===== src/rtl/tpc_pkg.sv =====
package tpc_pkg;

   // kind of change an update-port beat makes to the slot array
   typedef enum logic [1:0] {
      UPD_IDLE    = 2'd0,
      UPD_ALLOC   = 2'd1,
      UPD_REFRESH = 2'd2,
      UPD_DROP    = 2'd3
   } upd_kind_e;

   function automatic upd_kind_e classify_update(input logic valid,
                                                 input logic taken,
                                                 input logic present);
      upd_kind_e k;
      if (!valid)          k = UPD_IDLE;
      else if (taken)      k = present ? UPD_REFRESH : UPD_ALLOC;
      else if (present)    k = UPD_DROP;
      else                 k = UPD_IDLE;
      return k;
   endfunction

endpackage


===== src/rtl/tpc_entry_array.sv =====
module tpc_entry_array #(
   parameter int ENTRIES = 4,
   parameter int ADDR_W  = 32,
   parameter int INSN_W  = 32,
   localparam int IDX_W  = (ENTRIES > 1) ? $clog2(ENTRIES) : 1
) (
   input  logic                           clk,
   input  logic                           rst_n,
   input  logic [ADDR_W-1:0]              lk_addr,
   input  logic [ADDR_W-1:0]              up_addr,
   input  logic                           wr_en,
   input  logic [IDX_W-1:0]               wr_idx,
   input  logic [INSN_W-1:0]              wr_insn,
   input  logic [ADDR_W-1:0]              wr_cont,
   input  logic                           clr_en,
   input  logic [IDX_W-1:0]               clr_idx,
   output logic [ENTRIES-1:0]             lk_match,
   output logic [ENTRIES-1:0]             up_match,
   output logic [ENTRIES-1:0][INSN_W-1:0] ent_insn,
   output logic [ENTRIES-1:0][ADDR_W-1:0] ent_cont
);

   for (genvar e = 0; e < ENTRIES; e++) begin : g_slot
      logic              vld_q;
      logic [ADDR_W-1:0] tag_q;
      logic [INSN_W-1:0] insn_q;
      logic [ADDR_W-1:0] cont_q;
      logic              sel_wr;
      logic              sel_clr;

      assign sel_wr  = wr_en  && (wr_idx  == IDX_W'(e));
      assign sel_clr = clr_en && (clr_idx == IDX_W'(e));

      always_ff @(posedge clk) begin
         if (!rst_n)       vld_q <= 1'b0;
         else if (sel_wr)  vld_q <= 1'b1;
         else if (sel_clr) vld_q <= 1'b0;
      end

      always_ff @(posedge clk) begin
         if (sel_wr) begin
            tag_q  <= up_addr;
            insn_q <= wr_insn;
            cont_q <= wr_cont;
         end
      end

      assign lk_match[e] = vld_q && (tag_q == lk_addr);
      assign up_match[e] = vld_q && (tag_q == up_addr);
      assign ent_insn[e] = insn_q;
      assign ent_cont[e] = cont_q;
   end

endmodule


===== src/rtl/tpc_rr_ptr.sv =====
module tpc_rr_ptr #(
   parameter int ENTRIES = 4,
   localparam int IDX_W  = (ENTRIES > 1) ? $clog2(ENTRIES) : 1,
   localparam bit POW2   = ((ENTRIES & (ENTRIES - 1)) == 0)
) (
   input  logic             clk,
   input  logic             rst_n,
   input  logic             advance,
   output logic [IDX_W-1:0] ptr
);

   logic [IDX_W-1:0] ptr_q;

   if (POW2) begin : g_natural_wrap
      always_ff @(posedge clk) begin
         if (!rst_n)       ptr_q <= '0;
         else if (advance) ptr_q <= ptr_q + 1'b1;
      end
   end else begin : g_compare_wrap
      localparam logic [IDX_W-1:0] LAST = IDX_W'(ENTRIES - 1);
      always_ff @(posedge clk) begin
         if (!rst_n)       ptr_q <= '0;
         else if (advance) ptr_q <= (ptr_q == LAST) ? '0 : ptr_q + 1'b1;
      end
   end

   assign ptr = ptr_q;

endmodule


===== src/rtl/tpc_steer.sv =====
module tpc_steer #(
   parameter int ENTRIES = 4,
   parameter int ADDR_W  = 32,
   parameter int INSN_W  = 32
) (
   input  logic [ENTRIES-1:0]             lk_match,
   input  logic [ENTRIES-1:0][INSN_W-1:0] ent_insn,
   input  logic [ENTRIES-1:0][ADDR_W-1:0] ent_cont,
   input  logic [INSN_W-1:0]              ic_insn,
   input  logic [ADDR_W-1:0]              seq_addr,
   output logic                           hit,
   output logic [INSN_W-1:0]              dec_insn,
   output logic [ADDR_W-1:0]              next_addr
);

   logic [INSN_W-1:0] sel_insn;
   logic [ADDR_W-1:0] sel_cont;

   // and-or reduction: at most one match line is high
   always_comb begin
      sel_insn = '0;
      sel_cont = '0;
      for (int e = 0; e < ENTRIES; e++) begin
         sel_insn = sel_insn | (ent_insn[e] & {INSN_W{lk_match[e]}});
         sel_cont = sel_cont | (ent_cont[e] & {ADDR_W{lk_match[e]}});
      end
   end

   assign hit       = |lk_match;
   assign dec_insn  = hit ? sel_insn : ic_insn;
   assign next_addr = hit ? sel_cont : seq_addr;

endmodule


===== src/rtl/taken_path_cache.sv =====
module taken_path_cache #(
   parameter int ENTRIES = 4,
   parameter int ADDR_W  = 32,
   parameter int INSN_W  = 32
) (
   input  logic              clk,
   input  logic              rst_n,
   input  logic [ADDR_W-1:0] fetch_addr,
   input  logic [INSN_W-1:0] ic_insn,
   input  logic [ADDR_W-1:0] seq_next_addr,
   output logic              hit,
   output logic [INSN_W-1:0] dec_insn,
   output logic [ADDR_W-1:0] next_fetch_addr,
   input  logic              upd_valid,
   input  logic              upd_taken,
   input  logic [ADDR_W-1:0] upd_branch_addr,
   input  logic [INSN_W-1:0] upd_target_insn,
   input  logic [ADDR_W-1:0] upd_cont_addr
);
   import tpc_pkg::*;

   localparam int IDX_W = (ENTRIES > 1) ? $clog2(ENTRIES) : 1;

   if (ENTRIES < 2) begin : g_bad_entries
      $error("taken_path_cache: ENTRIES must be at least 2");
   end
   if (ADDR_W < 2 || ADDR_W > 64) begin : g_bad_addr
      $error("taken_path_cache: ADDR_W out of range 2..64");
   end
   if (INSN_W < 8) begin : g_bad_insn
      $error("taken_path_cache: INSN_W must be at least 8");
   end

   logic [ENTRIES-1:0]             lk_match;
   logic [ENTRIES-1:0]             up_match;
   logic [ENTRIES-1:0][INSN_W-1:0] ent_insn;
   logic [ENTRIES-1:0][ADDR_W-1:0] ent_cont;
   logic [IDX_W-1:0]               up_idx;
   logic [IDX_W-1:0]               vic_idx;
   logic [IDX_W-1:0]               wr_idx;
   logic                           wr_en;
   logic                           clr_en;
   logic                           alloc;
   upd_kind_e                      kind;

   always_comb begin
      up_idx = '0;
      for (int e = 0; e < ENTRIES; e++) begin
         if (up_match[e]) up_idx = up_idx | IDX_W'(e);
      end
   end

   assign kind = classify_update(upd_valid, upd_taken, |up_match);

   always_comb begin
      wr_en  = 1'b0;
      clr_en = 1'b0;
      alloc  = 1'b0;
      wr_idx = vic_idx;
      unique case (kind)
         UPD_ALLOC: begin
            wr_en = 1'b1;
            alloc = 1'b1;
         end
         UPD_REFRESH: begin
            wr_en  = 1'b1;
            wr_idx = up_idx;
         end
         UPD_DROP:  clr_en = 1'b1;
         default:   ;
      endcase
   end

   tpc_entry_array #(
      .ENTRIES (ENTRIES),
      .ADDR_W  (ADDR_W),
      .INSN_W  (INSN_W)
   ) u_array (
      .clk      (clk),
      .rst_n    (rst_n),
      .lk_addr  (fetch_addr),
      .up_addr  (upd_branch_addr),
      .wr_en    (wr_en),
      .wr_idx   (wr_idx),
      .wr_insn  (upd_target_insn),
      .wr_cont  (upd_cont_addr),
      .clr_en   (clr_en),
      .clr_idx  (up_idx),
      .lk_match (lk_match),
      .up_match (up_match),
      .ent_insn (ent_insn),
      .ent_cont (ent_cont)
   );

   tpc_rr_ptr #(
      .ENTRIES (ENTRIES)
   ) u_victim (
      .clk     (clk),
      .rst_n   (rst_n),
      .advance (alloc),
      .ptr     (vic_idx)
   );

   tpc_steer #(
      .ENTRIES (ENTRIES),
      .ADDR_W  (ADDR_W),
      .INSN_W  (INSN_W)
   ) u_steer (
      .lk_match  (lk_match),
      .ent_insn  (ent_insn),
      .ent_cont  (ent_cont),
      .ic_insn   (ic_insn),
      .seq_addr  (seq_next_addr),
      .hit       (hit),
      .dec_insn  (dec_insn),
      .next_addr (next_fetch_addr)
   );

endmodule


===== config.mk =====
export PLATFORM = sky130hd
export DESIGN_NAME = taken_path_cache
export DESIGN_NICKNAME = d
export VERILOG_FILES = /design/src/rtl/tpc_pkg.sv /design/src/rtl/tpc_entry_array.sv /design/src/rtl/tpc_rr_ptr.sv /design/src/rtl/tpc_steer.sv /design/src/rtl/taken_path_cache.sv
export SDC_FILE = /design/constraint.sdc
export NUM_CORES = 1
export LEC_CHECK = 0
export BUFFER_PORTS_ARGS = -buffer_cell sky130_fd_sc_hd__buf_2
export CELL_PAD_IN_SITES_DETAIL_PLACEMENT = 2
export CELL_PAD_IN_SITES_GLOBAL_PLACEMENT = 2
export CORE_ASPECT_RATIO = 1.25
export CORE_UTILIZATION = 45
export CTS_BUF_LIST = sky130_fd_sc_hd__clkbuf_4
export DETAILED_ROUTE_END_ITERATION = 7
export PLACE_DENSITY = 0.87
export SYNTH_ARGS = -nofsm -noshare
export SYNTH_HDL_FRONTEND = slang
export SYNTH_SLANG_ARGS = --single-unit

===== constraint.sdc =====
create_clock -name clk -period 27 [get_ports clk]
set_input_delay 4.05 -clock clk [delete_from_list [all_inputs] [get_ports clk]]
set_output_delay 4.05 -clock clk [all_outputs]
set_load 0.01 [all_outputs]

=== Word-level counts from Yosys, hierarchy flattened ===
Cells that the tools add are included.
W data, S select, Z words.

* Bits in registers: 390
* Input bits: 196
* Output and inout bits: 65
* Word-level logic and storage cells: 95

* $add $sub $neg: 1
* Equal/unequal tests: 17
* Multiplexer cells: 21
* Bitwise operators: 14
* Reductions and logical operators: 25

{| class="wikitable"
|+ Operator list
! kind !! count
|-
| $and A32 B32 Y32 || 8
|-
| $eq A32 B32 Y1 || 8
|-
| $or A32 B32 Y32 || 6
|-
| $mux W32 || 2
|-
| $logic_and A1 B1 Y1 || 16
|-
| $mux W2 || 7
|-
| $eq A2 B2 Y1 const B || 6
|-
| $mux W1 || 12
|-
| $reduce_bool A2 Y1 || 4
|-
| $reduce_or A4 Y1 || 2
|-
| $eq A2 B1 Y1 const B || 3
|-
| $logic_not A2 Y1 || 2
|-
| $add A2 B1 Y2 const B || 1
|-
| $reduce_or A2 Y1 || 1
|}

=== Logic depth before layout (Yosys ltp) ===
* Depth after elaboration: 11
* Depth in mapped cells: 9
* Depth with buffers taken out: 7

=== Modules after synthesis ===
From an unflattened synthesis, not the netlist that was laid out.

* Cells, all modules: 1075
* Area total of the unflattened synthesis: 16529.6 µm²

{| class="wikitable"
|+ By module, submodules not included
! module !! times used !! cells an instance !! area each (µm²) !! seq. area each (µm²)
|-
| tpc_entry_array || 1 || 757 || 14531.4 || 11611.1
|-
| tpc_steer || 1 || 299 || 1839.3 || 0.0
|-
| taken_path_cache || 1 || 11 || 80.1 || 0.0
|-
| tpc_rr_ptr || 1 || 8 || 78.8 || 40.0
|}

=== Worst setup path before layout ===
OpenSTA, ideal clock, no wires.

* Path type: input to register
* From: input upd_branch_addr[17]
* To: register u_array.g_slot[1].cont_q[0] (enable)
* Library setup time: 0.692 ns
* Arrival time: 12.340 ns
* Data required time: 26.308 ns
* Path slack: 13.969 ns
* Stages on the path: 7
* Buffers on the path: 1
* Cells stage by stage: clkbuf_1 xnor2_1 nand2_1 a2111o_1 nor3_1 nor2_1 o31ai_1

* Longest elaborated chain between the ends: 10
* Elaborated cells between the ends (all ways): 23
* Classes of those cells: eq/ne (7); mux (9); reduce/logical (7)

{| class="wikitable"
|+ Ends and longest elaborated chain
! element !! line !! source
|-
| start: declaration || taken_path_cache.sv:16 || <nowiki>input logic [ADDR_W-1:0] upd_branch_addr,</nowiki>
|-
| $eq A32 B32 Y1 || tpc_entry_array.sv:49 || <nowiki>assign up_match[e] = vld_q && (tag_q == up_addr);</nowiki>
|-
| $logic_and A1 B1 Y1 || tpc_entry_array.sv:49 ||
|-
| $reduce_or A4 Y1 || taken_path_cache.sv:53 || <nowiki>assign kind = classify_update(upd_valid, upd_taken, |up_match);</nowiki>
|-
| $mux W2, on equally long branches || tpc_pkg.sv:17, tpc_pkg.sv:16 ||
|-
| $mux W2 || tpc_pkg.sv:16 || <nowiki>else if (taken) k = present ? UPD_REFRESH : UPD_ALLOC;</nowiki>
|-
| $mux W2 || tpc_pkg.sv:15 || <nowiki>if (!valid) k = UPD_IDLE;</nowiki>
|-
| $eq A2 B2 Y1 or $eq A2 B1 Y1 (tied branches) || taken_path_cache.sv:60 || <nowiki>unique case (kind)</nowiki>
|-
| $mux W2 or $reduce_or A2 Y1 (tied branches) || n/a ||
|-
| $eq A2 B1 Y1 or $mux W1 (tied branches) || tpc_entry_array.sv:31, taken_path_cache.sv:60 ||
|-
| $logic_and A1 B1 Y1 * || tpc_entry_array.sv:31 || <nowiki>assign sel_wr = wr_en && (wr_idx == IDX_W'(e));</nowiki>
|-
| net u_array.g_slot[1].sel_wr || tpc_entry_array.sv:28 || <nowiki>logic sel_wr;</nowiki>
|-
| end signal: assignment || tpc_entry_array.sv:44 || <nowiki>cont_q <= wr_cont;</nowiki>
|-
| end: declaration || tpc_entry_array.sv:27 || <nowiki>logic [ADDR_W-1:0] cont_q;</nowiki>
|}

Mark *: on every way through the listed nets, which the timed path passes. The rest lies on a longest branch.
A chain may end at the register's enable or synchronous reset.

=== Worst setup path after layout ===
* From: input fetch_addr[7]
* To: output next_fetch_addr[31]

* Longest elaborated chain between the ends: 7
* Elaborated cells between the ends (all ways): 17
* Classes of those cells: eq/ne (4); mux (1); bitwise (7); reduce/logical (5)

{| class="wikitable"
|+ Ends and longest elaborated chain
! element !! line !! source
|-
| start: declaration || taken_path_cache.sv:8 || <nowiki>input logic [ADDR_W-1:0] fetch_addr,</nowiki>
|-
| $eq A32 B32 Y1 || tpc_entry_array.sv:48 || <nowiki>assign lk_match[e] = vld_q && (tag_q == lk_addr);</nowiki>
|-
| $logic_and A1 B1 Y1 || tpc_entry_array.sv:48 ||
|-
| $and A32 B32 Y32 || tpc_steer.sv:25 || <nowiki>sel_cont = sel_cont | (ent_cont[e] & {ADDR_W{lk_match[e]}});</nowiki>
|-
| $or A32 B32 Y32 (3 in series) || tpc_steer.sv:25 ||
|-
| $mux W32 * || tpc_steer.sv:31 || <nowiki>assign next_addr = hit ? sel_cont : seq_addr;</nowiki>
|-
| end: declaration || taken_path_cache.sv:13 || <nowiki>output logic [ADDR_W-1:0] next_fetch_addr,</nowiki>
|}

Every way passes the cells marked *; elsewhere a longest branch is shown, timed or not.

==> run summary <==
CP required - 22.95 ns
crit path from - fetch_addr[7]
Final period util - 0.469
placed insts - 1863
Worst setup EP type - output pin
met3 GRT Util - 0.0898
Setup TNS Final - 0 ns
Synth area leaders - edfxtp_1, xor2_1, a22oi_1
routed length per instance - 34.9 um
Post-Syn Instances - 1147
Synth Net Count - 1343
reg2reg start - u_array.g_slot[1].tag_q[30]$_DFFE_PP_
cts hold-fix bufs - 0
met1 Usage GRT - 0.407
RSZ-0062 raised after global routing - false
# H-tree levels - 3
startpoint types - input port
top cells by count, synth - edfxtp_1, xor2_1, a22oi_1, nor2_1, a31oi_1
vias in the first global route - 14100
largest net degree at the start of global routing - 101
met2 Use GR - 0.653
gr busiest metal - met2
Area growth syn-to-layout - 19.0%
worst hold start - u_victim.ptr[0]$_SDFFE_PN0N_
Rows - 79
PostCTS Resize Cnt - 0
Core Util, Final - 0.542
starting density of the core - 0.456
Iteration-0 DRC Markers - 1029
layout net count - 1677
f_max - 78.9 MHz
HP Class - reg2reg
most common cell in the synthesized netlist - edfxtp_1
post-route ant nets - 0
DIE HEIGHT - 219 um
DP Worst Slack - 14.58 ns
CP Max Fanout - 100
synth unique cells - 37
Synth warnings - 0
footprint of the multi-input gates - 5100 um2
Fillers - 3435
cell taking the most area after synthesis - edfxtp_1
Max VDD drop - 0.0368 mV
clk sinks - 390
Detailed Place HPWL - 46.6 mm
Crit Path Class - in2out
die area - 38300 um2
RD Place Congestion - 0.948
worst setup margin - 14.32 ns
CTS Buffer Depth - 3
Setup Skew - 0.0629 ns
count of final hold-check violations - 0
design area - 20100 um2
synthesized area - 16900 um2
core box area - 37100 um2
measured slew at the worst slew-check pin - 1.14 ns
share of cells above drive strength 1 - 0.285
via count - 12600
Setup Fix Bufs, Post-CTS - 0
Non-Filler Instances - 2048
worst endpoint data arrival time - 8.63 ns
residual DRC count - 0
DR pass1 iterations - 5
Final setup viols - 0
Tmin final - 12.68 ns
cell area power density - 67.4 nW/um2
worst skew pair latency - 0.88 ns
CTS tree - yes
share of the synthesized area in the top cell type - 0.682
GRT overflow - 0
Max Cap Viol - 0
ys flop type - edfxtp_1
CTS Root Buffer Type - clkbuf_4
leakage power - 0.00690 uW
initial antenna violation count - 7
CTS clk-pin slew, worst paths - 0.06 ns
placed instance area - 18800 um2
Final Slew Violations - 0
final wirelength - 71.5 mm
io pins - 261
first-pass GRT wire length - 101 mm
Max-slew headroom - 0.237
IO buf count - 260
sequential fraction of the synthesis area - 0.689
Num CTS Buffers - 102
post-synthesis register bit count - 390
storage element area - 11700 um2
Post-synth ARST share - 0
Tot GR Track Use - 0.375
outcome - finished clean
Horiz. Die Dim - 175 um
via density per instance - 6.17
Post-synth EDFFs - 384
Mapped Avg Cell Area - 14.7 um2
-- logic make-up after synthesis --
family / after synthesis / synth area share
AO/OA/AOI/OAI: 209 / 0.0877
XOR/XNOR: 254 / 0.132
buffers and inverters: 46 / 0.0135
flip-flops: 390 / 0.689
multiplexers: 2 / 0.00118
AND/OR/NAND/NOR: 246 / 0.0766
-- cell usage in the layout, fill, tap and decap left out, types with 5 or more instances in the layout --
master,count
buf_4,13
xor2_1,197
or4_1,18
nor3_1,9
xnor2_1,57
clkinv_1,20
a31oi_1,64
nand4_1,24
buf_2,260
clkbuf_4,150
a22oi_1,128
nor4_1,53
nor2_1,86
nand2_1,23
nand3_1,8
dfxtp_1,6
nor2b_1,5
edfxtp_1,384
-- path summary, 6_finish.rpt --
check,slack (ns),cells past startpoint,endpoint
setup / recovery,14.32,11,next_fetch_addr[31]
hold reg to reg,0.54,2,u_victim.ptr[0]$_SDFFE_PN0N_
hold / removal,0.54,2,u_victim.ptr[0]$_SDFFE_PN0N_
setup reg to reg,22.16,8,u_array.g_slot[3].cont_q[31]$_DFFE_PP_
-- critical path: stages --
cell	delay, ns
buf_2	0.14
xor2_1	0.27
or4_1	0.55
or4_1	0.43
nor4_2	0.25
buf_4	0.73
or4_4	0.49
buf_4	0.82
nor2_1	0.14
a31oi_1	0.34
buf_2	0.20
-- cell type report --
cell class                 instances  area share
antenna                            4    0.000498
multi-input combinational        711       0.254
inverter                           3    0.000560
clock buffer                     150      0.0560
tap                              486      0.0302
sequential                       390       0.579
timing repair buffer             273      0.0696
clock inverter                    31      0.0101
-- where the power goes --
group / internal, uW / total (uW) / switching [uW] / leakage [uW]
registers: 677 / 684 / 7.08 / 0.00354
clock network: 282 / 570 / 287 / 0.000792
logic: 30.7 / 101 / 69.8 / 0.00257
total: 990 / 1350 / 364 / 0.00690
-- per-layer routing --
layer  wire, um  up-vias
li1           -     5208
met1      25000     6486
met2      36300      711
met3       5300      225
met4       4770        8
met5         40        -
-- per-stage QoR --
stage | power [uW] | hold slack (ns)
floorplan | 731 | 0.466
global placement | 784 | 0.530
finish | 1350 | 0.541
detailed placement | 793 | 0.543
CTS | 1360 | 0.549
global route | 1390 | 0.568
-- state kept, by name, indices dropped and copies added, names as in the netlist --
signal                 count
u_array.g_slot.cont_q    128
u_array.g_slot.insn_q    128
u_array.g_slot.tag_q     128
u_array.g_slot.vld_q       4
u_victim.ptr               2
Note: power is estimated with default switching activity, not from simulation.
